**config.mk**
```make
export PLATFORM = sky130hd
export DESIGN_NAME = dcp_parser
export DESIGN_NICKNAME = d
export VERILOG_FILES = /design/src/rtl/dcp_pkg.sv /design/src/rtl/dcp_decode.sv /design/src/rtl/dcp_seq.sv /design/src/rtl/dcp_wrap.sv /design/src/rtl/dcp_regs.sv /design/src/rtl/dcp_parser.sv
export SDC_FILE = /design/constraint.sdc
export NUM_CORES = 1
export LEC_CHECK = 0
export ABC_CLOCK_PERIOD_IN_PS = 5000
export BUFFER_PORTS_ARGS = -buffer_cell sky130_fd_sc_hd__buf_4
export CAP_MARGIN = 0
export CORE_UTILIZATION = 61
export CTS_CLUSTER_DIAMETER = 120
export DETAILED_ROUTE_END_ITERATION = 7
export HOLD_SLACK_MARGIN = 0.1
export PLACE_DENSITY = 0.9
export SLEW_MARGIN = 30
export SYNTH_ARGS = -nofsm -noshare
export SYNTH_HDL_FRONTEND = slang
export SYNTH_HIERARCHICAL = 1
export SYNTH_SLANG_ARGS = --single-unit
```
**constraint.sdc**
```tcl
create_clock -name clk -period 5 [get_ports clk]
set_input_delay 1.5 -clock clk [delete_from_list [all_inputs] [get_ports clk]]
set_output_delay 1.5 -clock clk [all_outputs]
set_load 0.02 [all_outputs]
```
**src/rtl/dcp_pkg.sv**
```systemverilog
package dcp_pkg;
   localparam int CNT_W = 4;

   typedef enum logic [1:0] {
      K_NONE  = 2'd0,
      K_COL   = 2'd1,
      K_ROW   = 2'd2,
      K_REMAP = 2'd3
   } op_kind_t;
endpackage

```
**src/rtl/dcp_decode.sv**
```systemverilog
module dcp_decode
   import dcp_pkg::*;
(
   input  logic [7:0]       op,
   output op_kind_t         kind,
   output logic [CNT_W-1:0] nargs,
   output logic             unknown
);
   always_comb begin
      kind    = K_NONE;
      nargs   = '0;
      unknown = 1'b0;
      case (op)
         8'h15: begin kind = K_COL;   nargs = CNT_W'(2); end
         8'h75: begin kind = K_ROW;   nargs = CNT_W'(2); end
         8'hA0: begin kind = K_REMAP; nargs = CNT_W'(1); end
         8'h81, 8'hA1, 8'hA2, 8'hA8, 8'hAD, 8'hB1, 8'hB2, 8'hB3,
         8'hBC, 8'hBE, 8'hBF: nargs = CNT_W'(1);
         8'hB8: nargs = CNT_W'(8);
         8'h84, 8'h85, 8'h86, 8'hA4, 8'hA5, 8'hA6, 8'hA7,
         8'hAE, 8'hAF, 8'hE3, 8'hFF: nargs = '0;
         default: unknown = 1'b1;
      endcase
   end
endmodule

```
**src/rtl/dcp_seq.sv**
```systemverilog
module dcp_seq
   import dcp_pkg::*;
(
   input  logic       clk,
   input  logic       rst_n,
   input  logic       byte_vld,
   input  logic [7:0] byte_dat,
   input  logic       sel_data,
   output logic       commit,
   output op_kind_t   commit_kind,
   output logic [7:0] arg_a,
   output logic [7:0] arg_b,
   output logic       bad_op
);
   logic             busy_q;
   op_kind_t         kind_q;
   logic [CNT_W-1:0] need_q, cnt_q;
   logic [7:0]       arg0_q;
   op_kind_t         dec_kind;
   logic [CNT_W-1:0] dec_nargs;
   logic             dec_unk;
   logic             acc, last_arg;

   dcp_decode u_dec (
      .op      (byte_dat),
      .kind    (dec_kind),
      .nargs   (dec_nargs),
      .unknown (dec_unk)
   );

   assign acc         = byte_vld && !sel_data;
   assign last_arg    = (cnt_q + CNT_W'(1)) == need_q;
   assign commit      = acc && busy_q && last_arg;
   assign commit_kind = kind_q;
   assign arg_a       = (cnt_q == '0) ? byte_dat : arg0_q;
   assign arg_b       = byte_dat;

   always_ff @(posedge clk) begin
      if (!rst_n) begin
         busy_q <= 1'b0;
         kind_q <= K_NONE;
         need_q <= '0;
         cnt_q  <= '0;
         arg0_q <= '0;
         bad_op <= 1'b0;
      end else if (sel_data) begin
         busy_q <= 1'b0;
         cnt_q  <= '0;
      end else if (byte_vld) begin
         if (!busy_q) begin
            if (dec_unk) bad_op <= 1'b1;
            busy_q <= (dec_nargs != '0);
            kind_q <= dec_kind;
            need_q <= dec_nargs;
            cnt_q  <= '0;
         end else begin
            if (cnt_q == '0) arg0_q <= byte_dat;
            if (last_arg) begin
               busy_q <= 1'b0;
               cnt_q  <= '0;
            end else begin
               cnt_q <= cnt_q + CNT_W'(1);
            end
         end
      end
   end


   bad_sticky_chk: assert property (@(posedge clk) disable iff (!rst_n)
      bad_op |=> bad_op);

   cnt_bound_chk: assert property (@(posedge clk) disable iff (!rst_n)
      busy_q |-> (cnt_q < need_q));

   sel_abort_chk: assert property (@(posedge clk) disable iff (!rst_n)
      sel_data |=> !busy_q);
endmodule

```
**src/rtl/dcp_wrap.sv**
```systemverilog
module dcp_wrap #(
   parameter int N = 64,
   localparam int W = $clog2(N)
) (
   input  logic [7:0]   din,
   output logic [W-1:0] dout
);
   generate
      if ((N & (N - 1)) == 0) begin : g_pow2
         assign dout = din[W-1:0];
      end else begin : g_mod
         logic [7:0] rem;
         assign rem  = din % 8'(N);
         assign dout = rem[W-1:0];
      end
   endgenerate
endmodule

```
**src/rtl/dcp_regs.sv**
```systemverilog
module dcp_regs
   import dcp_pkg::*;
#(
   parameter int COLS     = 64,
   parameter int ROWS     = 80,
   parameter int VERT_BIT = 2,
   localparam int CW = $clog2(COLS),
   localparam int RW = $clog2(ROWS)
) (
   input  logic          clk,
   input  logic          rst_n,
   input  logic          commit,
   input  op_kind_t      kind,
   input  logic [7:0]    arg_a,
   input  logic [7:0]    arg_b,
   output logic [CW-1:0] col_lo,
   output logic [CW-1:0] col_hi,
   output logic [RW-1:0] row_lo,
   output logic [RW-1:0] row_hi,
   output logic [7:0]    remap,
   output logic          vert_inc,
   output logic          col_load,
   output logic          row_load
);
   logic [CW-1:0] ca, cb;
   logic [RW-1:0] ra, rb;

   dcp_wrap #(.N(COLS)) u_ca (.din(arg_a), .dout(ca));
   dcp_wrap #(.N(COLS)) u_cb (.din(arg_b), .dout(cb));
   dcp_wrap #(.N(ROWS)) u_ra (.din(arg_a), .dout(ra));
   dcp_wrap #(.N(ROWS)) u_rb (.din(arg_b), .dout(rb));

   always_ff @(posedge clk) begin
      if (!rst_n) begin
         col_lo   <= '0;
         col_hi   <= CW'(COLS - 1);
         row_lo   <= '0;
         row_hi   <= RW'(ROWS - 1);
         remap    <= '0;
         col_load <= 1'b0;
         row_load <= 1'b0;
      end else begin
         col_load <= commit && (kind == K_COL);
         row_load <= commit && (kind == K_ROW);
         if (commit) begin
            case (kind)
               K_COL:   begin col_lo <= ca; col_hi <= cb; end
               K_ROW:   begin row_lo <= ra; row_hi <= rb; end
               K_REMAP: remap <= arg_b;
               default: ;
            endcase
         end
      end
   end

   assign vert_inc = remap[VERT_BIT];


   col_pulse_chk: assert property (@(posedge clk) disable iff (!rst_n)
      col_load |=> !col_load);

   row_pulse_chk: assert property (@(posedge clk) disable iff (!rst_n)
      row_load |=> !row_load);

   col_hold_chk: assert property (@(posedge clk) disable iff (!rst_n)
      !col_load |-> ($stable(col_lo) && $stable(col_hi)));

   row_range_chk: assert property (@(posedge clk) disable iff (!rst_n)
      (row_lo < RW'(ROWS)) && (row_hi < RW'(ROWS)));
endmodule

```
**src/rtl/dcp_parser.sv**
```systemverilog
module dcp_parser
   import dcp_pkg::*;
#(
   parameter int COLS     = 64,
   parameter int ROWS     = 80,
   parameter int VERT_BIT = 2,
   localparam int CW = $clog2(COLS),
   localparam int RW = $clog2(ROWS)
) (
   input  logic          clk,
   input  logic          rst_n,
   input  logic          byte_vld,
   input  logic [7:0]    byte_dat,
   input  logic          sel_data,
   output logic [CW-1:0] col_lo,
   output logic [CW-1:0] col_hi,
   output logic [RW-1:0] row_lo,
   output logic [RW-1:0] row_hi,
   output logic [7:0]    remap,
   output logic          vert_inc,
   output logic          col_load,
   output logic          row_load,
   output logic          bad_op
);
   generate
      if (COLS < 2 || COLS > 256) begin : g_bad_cols
         $error("COLS must lie in 2..256");
      end
      if (ROWS < 2 || ROWS > 256) begin : g_bad_rows
         $error("ROWS must lie in 2..256");
      end
      if (VERT_BIT < 0 || VERT_BIT > 7) begin : g_bad_bit
         $error("VERT_BIT must lie in 0..7");
      end
   endgenerate

   logic       commit;
   op_kind_t   ckind;
   logic [7:0] arg_a, arg_b;

   dcp_seq u_seq (
      .clk         (clk),
      .rst_n       (rst_n),
      .byte_vld    (byte_vld),
      .byte_dat    (byte_dat),
      .sel_data    (sel_data),
      .commit      (commit),
      .commit_kind (ckind),
      .arg_a       (arg_a),
      .arg_b       (arg_b),
      .bad_op      (bad_op)
   );

   dcp_regs #(.COLS(COLS), .ROWS(ROWS), .VERT_BIT(VERT_BIT)) u_regs (
      .clk      (clk),
      .rst_n    (rst_n),
      .commit   (commit),
      .kind     (ckind),
      .arg_a    (arg_a),
      .arg_b    (arg_b),
      .col_lo   (col_lo),
      .col_hi   (col_hi),
      .row_lo   (row_lo),
      .row_hi   (row_hi),
      .remap    (remap),
      .vert_inc (vert_inc),
      .col_load (col_load),
      .row_load (row_load)
   );


   data_quiet_chk: assert property (@(posedge clk) disable iff (!rst_n)
      sel_data |=> !(col_load || row_load));
endmodule

```
==> results.sh, run 1 <==
export IMPL_clock_sinks=56
export IMPL_swShare_pct=24.4
export IMPL_synth_edf_count=0
export IMPL_nFillCells=431
export IMPL_drcViolationCount=0
export IMPL_track_usage_pct=25.1
export IMPL_tightest_slew_ns=0.844
export IMPL_final_nets=380
export IMPL_grt_max_degree=77
export IMPL_yosys_area_share_simple_pct=21.6
export IMPL_ctsHtreeMaxLevel=2
export IMPL_seq_area_sq_mm=0.00112
export IMPL_antenna_cells=0
export IMPL_dp_cells=429
export IMPL_start_kind="flip-flop"
export IMPL_synth_warnings=6
export IMPL_clkPwrFrac_pct=36.4
export IMPL_cp_arrival_ns=3.45
export IMPL_vias=2463
export IMPL_fin_tns_setup_ns=0
export IMPL_required_ns=5.25
export IMPL_finalSetupViolCount=0
export IMPL_clk_path_buf_depth=2
export IMPL_dp_hpwl_um=4420
export IMPL_synth_compound_area_share_pct=12.5
export IMPL_p_sw_uw=203
export IMPL_cts_tree="done"
export IMPL_cp_top_family="simple AND/OR/NAND/NOR gates"
export IMPL_area_growth_pct=6.05
export IMPL_overflow=0
export IMPL_synth_ff_type="dfxtp_1"
export IMPL_ys_seq_area_share_pct=34.3
export IMPL_rsz0062_at_grt="false"
export IMPL_crit_chain="inv_1, ha_1, xor2_1, or4_1, nor3_1, buf_4, and3b_1, mux2i_1"
export IMPL_insertion_delay_ns=0.31
export IMPL_drt_pass1_iter_count=5
export IMPL_max_freq_mhz=312
export IMPL_p_comb_share_pct=9.6
export IMPL_syn_num_nets=377
export IMPL_cts_root_buffer="clkbuf_8"
export IMPL_port_buffers=49
export IMPL_synth_cell_types=53
export IMPL_synth_area_per_cell_sq_um=9.01
export IMPL_crit_path_end_kind="flip-flop"
export IMPL_internal_power_uw=629
export IMPL_p_per_area_mw_per_mm2=240
export IMPL_async_reset_ff_share_pct=0
export IMPL_vias_per_cell=5.64
export IMPL_synth_area_leader_cell="dfxtp_1"
export IMPL_ioPinCount=50
export IMPL_synth_top_family_by_area="simple AND/OR/NAND/NOR gates"
export IMPL_post_cts_resized=0
export IMPL_ant_nets=0
export IMPL_fin_crit_ns=3.20
export IMPL_grt_pass1_vias=2277
export IMPL_period_share_pct=64.1
export IMPL_start_util_pct=63.6
export IMPL_cpPeakStageDelay_ns=0.74
export IMPL_cts_buffers=5
export IMPL_pwr_share_seq_pct=54.0
export IMPL_clk_pin_slew_ns=0.10
export IMPL_vdd_ir_drop_worst_uv=149
export IMPL_routabilityCongestion=0.919
export IMPL_status="complete, no violations"
export IMPL_ys_seq_elements=56
export IMPL_skew_ns=0.00949
export IMPL_hold_violations=0
export IMPL_drive_gt1_share_pct=23.2
export IMPL_dieArea_sq_mm=0.00566
export IMPL_synth_commonest_cells="nand2_1, dfxtp_1, buf_4"
export IMPL_hold_buffers=0
export IMPL_antenna_found_initial=0
export IMPL_relSlewSlack_pct=43.7
export IMPL_rows=26
export IMPL_synth_area_leaders="dfxtp_1, mux2i_1, buf_4"
export IMPL_critPathMaxFanout=15
export IMPL_hp_class="flip-flop to flip-flop"
export IMPL_core_sq_mm=0.00514
export IMPL_maxCapViolCount=0
export IMPL_power_leakage_nw=1.34
export IMPL_path_class="flip-flop to flip-flop"
export IMPL_synthAdderAreaFrac_pct=0.765
export IMPL_grt_pass1_wl_um=10800
export IMPL_worst_path_max_delay_cell="and3b_1"
export IMPL_synth_xor_area_share_pct=4.52
export IMPL_die_h_um=75.2
export IMPL_synth_top_area_share_pct=34.3
export IMPL_drv_slew=0
export IMPL_drt_iter0_markers=241
export IMPL_multi_input_area_sq_mm=0.00169
export IMPL_syn_area_sq_mm=0.00327
export IMPL_synth_most_common_cell="nand2_1"
export IMPL_wl_um=6560
export IMPL_layout_cells_non_filler=437
export IMPL_die_x_um=75.2
export IMPL_synth_area_mux_share_pct=12.2
export IMPL_syn_inst=363
export IMPL_post_cts_buffers=0
export IMPL_detail_route_wl_per_cell_um=15.0
export IMPL_crit_buf_inv=2
[cell type report]
cell class	instances	area share, %
clock buffers	6	2.09
repair buffers	51	11.0
well taps	70	2.53
multi-input cells	233	48.8
clock inverters	2	1.12
flip-flops and latches	56	32.3
inverters	19	2.06
[tightest hold or removal path, delay by kind of cell (launching register included)]
kind             cells  cell delay, ns
DFF                  1            0.33
muxes                1            0.05
and+or+nand+nor      1            0.05
[logic make-up after synthesis]
| family | Yosys count |
|---|---|
| flip-flops | 56 |
| AO/OA/AOI/OAI | 50 |
| adder cells (fa/ha/maj) | 2 |
| other | 1 |
| AND/OR/NAND/NOR | 125 |
| buffers and inverters | 74 |
| multiplexers | 39 |
| XOR/XNOR | 16 |
[power by group through the flow]
| stage | logic (mW) | clock network [mW] | registers [mW] |
|---|---|---|---|
| after CTS | 0.0793 | 0.309 | 0.449 |
| after global routing | 0.0886 | 0.329 | 0.450 |
| after floorplan | 0.0730 | 0 | 0.460 |
| after global placement | 0.0764 | 0 | 0.459 |
| final | 0.0802 | 0.303 | 0.449 |
| after detailed placement | 0.0788 | 0 | 0.460 |
[cell usage in the layout (no fill, tap or decap), types with 7 or more instances in the layout]
cell | netlist | routed
o211ai_2 | 11 | 11
nor2b_1 | 12 | 12
xor2_1 | 8 | 8
mux2i_1 | 31 | 31
o21ai_0 | 8 | 8
nand4b_1 | 11 | 11
buf_4 | 32 | 51
mux2_2 | 8 | 8
xnor2_1 | 7 | 7
nand2_1 | 58 | 58
dfxtp_1 | 56 | 56
inv_1 | 19 | 19
[flip-flops by register name (all words and copies together) (netlist names), 2 cells and up]
name / flops
u_regs/col_hi: 6
u_regs/col_lo: 6
u_regs/remap: 8
u_regs/row_hi: 7
u_regs/row_lo: 7
u_seq/arg0_q: 8
u_seq/cnt_q: 4
u_seq/commit_kind: 2
u_seq/need_q: 4
[worst paths after layout]
| kind | from | endpoint | slack [ns] | cells after the start |
|---|---|---|---|---|
| setup / recovery | u_seq/cnt_q[0] | u_regs/row_lo[0] | 1.80 | 8 |
| hold / removal | u_regs/row_lo[2] | u_regs/row_lo[2] | 0.47 | 2 |
| setup reg to reg | u_seq/cnt_q[0] | u_regs/row_lo[0] | 1.80 | 8 |
| hold reg to reg | u_regs/row_lo[2] | u_regs/row_lo[2] | 0.47 | 2 |
[stage by stage]
stage	hold WS, ns	instance area [sq um]	utilization, %	setup WS (ns)	power (mW)
global placement	0.445	3360	65.3	1.89	0.536
global route	0.492	3470	67.5	1.64	0.867
floorplan	0.469	3270	-	2.10	0.533
detailed placement	0.452	3360	65.3	1.81	0.538
CTS	0.470	3470	67.5	1.79	0.837
finish	0.466	3470	67.5	1.80	0.832
[metal layers]
layer	GRT usage [%]	part of all wire [%]	vias up
met5	0	0	-
met4	7.82	0.95	0
met3	5.22	4.4	8
met2	40.9	50	61
met1	33.4	45	1175
li1	-	-	1219
Power figures use the tool's default switching activity.
==> run 2: changes to the inputs <==
Settings changed: ABC_CLOCK_PERIOD_IN_PS 5000 to 3170, CORE_UTILIZATION 61 to 57, PLACE_DENSITY 0.9 to 0.85.
Clock period 5 ns to 3.17 ns, I/O delays scaled along.
==> results.sh, run 2 (same netlist as run 1, synthesis figures left out) <==
export IMPL_fin_tns_setup_ns=0
export IMPL_clock_sinks=56
export IMPL_hp_class="flip-flop to flip-flop"
export IMPL_die_h_um=77.7
export IMPL_p_sw_uw=317
export IMPL_wl_um=6610
export IMPL_track_usage_pct=22.6
export IMPL_p_per_area_mw_per_mm2=373
export IMPL_start_util_pct=59.4
export IMPL_detail_route_wl_per_cell_um=14.9
export IMPL_post_cts_buffers=0
export IMPL_pwr_share_seq_pct=54.1
export IMPL_post_cts_resized=0
export IMPL_cts_root_buffer="clkbuf_8"
export IMPL_fin_util_pct=63.8
export IMPL_drcViolationCount=0
export IMPL_max_freq_mhz=336
export IMPL_finalPower_mw=1.31
export IMPL_internal_power_uw=993
export IMPL_insertion_delay_ns=0.32
export IMPL_crit_start="u_seq/cnt_q[0]"
export IMPL_antenna_found_initial=0
export IMPL_vias=2443
export IMPL_drive_gt1_share_pct=24.0
export IMPL_core_sq_mm=0.00551
export IMPL_drv_slew=0
export IMPL_dpl_worst_slack_ns=0.290
export IMPL_routabilityCongestion=0.806
export IMPL_crit_path_end_kind="flip-flop"
export IMPL_critPathMaxFanout=14
export IMPL_ctsHtreeMaxLevel=2
export IMPL_hold_violations=0
export IMPL_maxCapViolCount=0
export IMPL_port_buffers=49
export IMPL_swShare_pct=24.2
export IMPL_antenna_cells=0
export IMPL_drt_pass1_iter_count=4
export IMPL_grt_pass1_wl_um=10900
export IMPL_p_comb_share_pct=9.8
export IMPL_clk_pin_slew_ns=0.10
export IMPL_path_class="flip-flop to flip-flop"
export IMPL_vias_per_cell=5.51
export IMPL_skew_ns=0.0174
export IMPL_largestRegisters="u_regs/remap: 8 flops, u_seq/arg0_q: 8 flops"
export IMPL_power_leakage_nw=1.36
export IMPL_rsz0062_at_grt="false"
export IMPL_r2r_start="u_seq/cnt_q[0]"
export IMPL_cp_arrival_ns=3.21
export IMPL_clk_path_buf_depth=2
export IMPL_status="complete, no violations"
export IMPL_grt_max_degree=53
export IMPL_ioPinCount=50
export IMPL_overflow=0
export IMPL_setup_ws_ns=0.191
export IMPL_start_kind="flip-flop"
export IMPL_dieArea_sq_mm=0.00604
export IMPL_vdd_ir_drop_worst_uv=223
export IMPL_hold_start="u_regs/row_lo[0]"
export IMPL_die_x_um=77.7
export IMPL_grt_pass1_vias=2350
export IMPL_clkPwrFrac_pct=36.2
export IMPL_drt_iter0_markers=191
export IMPL_rows=27
export IMPL_cts_buffers=5
export IMPL_fin_crit_ns=2.98
export IMPL_hold_buffers=0
export IMPL_required_ns=3.40
export IMPL_area_growth_pct=7.42
export IMPL_final_common_cell="nand2_1"
export IMPL_dp_hpwl_um=4560
export IMPL_finalSetupViolCount=0
export IMPL_period_share_pct=94.0
export IMPL_cts_tree="done"
export IMPL_final_cell_mix="nand2_1, dfxtp_1, buf_4"
export IMPL_ant_nets=0
export IMPL_final_nets=384
[run 2: cell types whose count changed in the layout (fill, tap and decap cells not counted), sizes merged]
cell  previous run  this run
buf             51        55
[run 2: path summary, 6_finish.rpt]
path / slack (ns) / to / depth (start not counted)
worst max-delay path: 0.19 / u_regs/col_lo[5] / 9
worst min-delay path: 0.46 / u_regs/row_lo[0] / 2
worst max register to register: 0.19 / u_regs/col_lo[5] / 9
worst min register to register: 0.46 / u_regs/row_lo[0] / 2
[run 2: power groups by stage]
stage	logic [mW]	clock network [mW]	registers, mW
global route	0.141	0.514	0.709
finish	0.128	0.474	0.709
global placement	0.123	0	0.725
detailed placement	0.126	0	0.725
floorplan	0.115	0	0.726
CTS	0.127	0.485	0.709
[run 2: per-stage QoR]
| stage | cell area [sq um] | hold WS, ns | instances |
|---|---|---|---|
| 2_1_floorplan | 3270 | 0.469 | 363 |
| 3_3_place_gp | 3400 | 0.444 | 435 |
| 3_5_place_dp | 3400 | 0.448 | 435 |
| 4_1_cts | 3510 | 0.464 | 443 |
| 5_1_grt | 3510 | 0.484 | 443 |
| 6_report | 3510 | 0.460 | 443 |
[run 2: critical path: stages (launching register included)]
cell and delay, ns:
dfxtp_1 0.48, inv_1 0.08, ha_1 0.33, xor2_1 0.14, or4_1 0.60, nor3_1 0.24, buf_4 0.22, and3b_1 0.43
buf_12 0.19, mux2i_1 0.21
[run 2: layout make-up]
| cell class | instances | area (sq um) |
|---|---|---|
| clock inverter | 2 | 38.8 |
| sequential | 56 | 1120 |
| tap | 72 | 90.1 |
| multi-input combinational | 233 | 1690 |
| inverter | 19 | 71.3 |
| clock buffer | 6 | 72.6 |
| fill | 467 | 1990 |
| timing repair buffer | 55 | 425 |
[run 2: routing by layer]
layer | routed length (um) | vias to the layer above | track usage [%] | share of wire (%)
met3 | 300 | 7 | 3.65 | 4.5
met2 | 3200 | 64 | 37.8 | 48
met5 | 0 | - | 0 | 0
li1 | - | 1223 | - | -
met1 | 3040 | 1149 | 30.1 | 46
met4 | 68 | 0 | 6.42 | 1.0
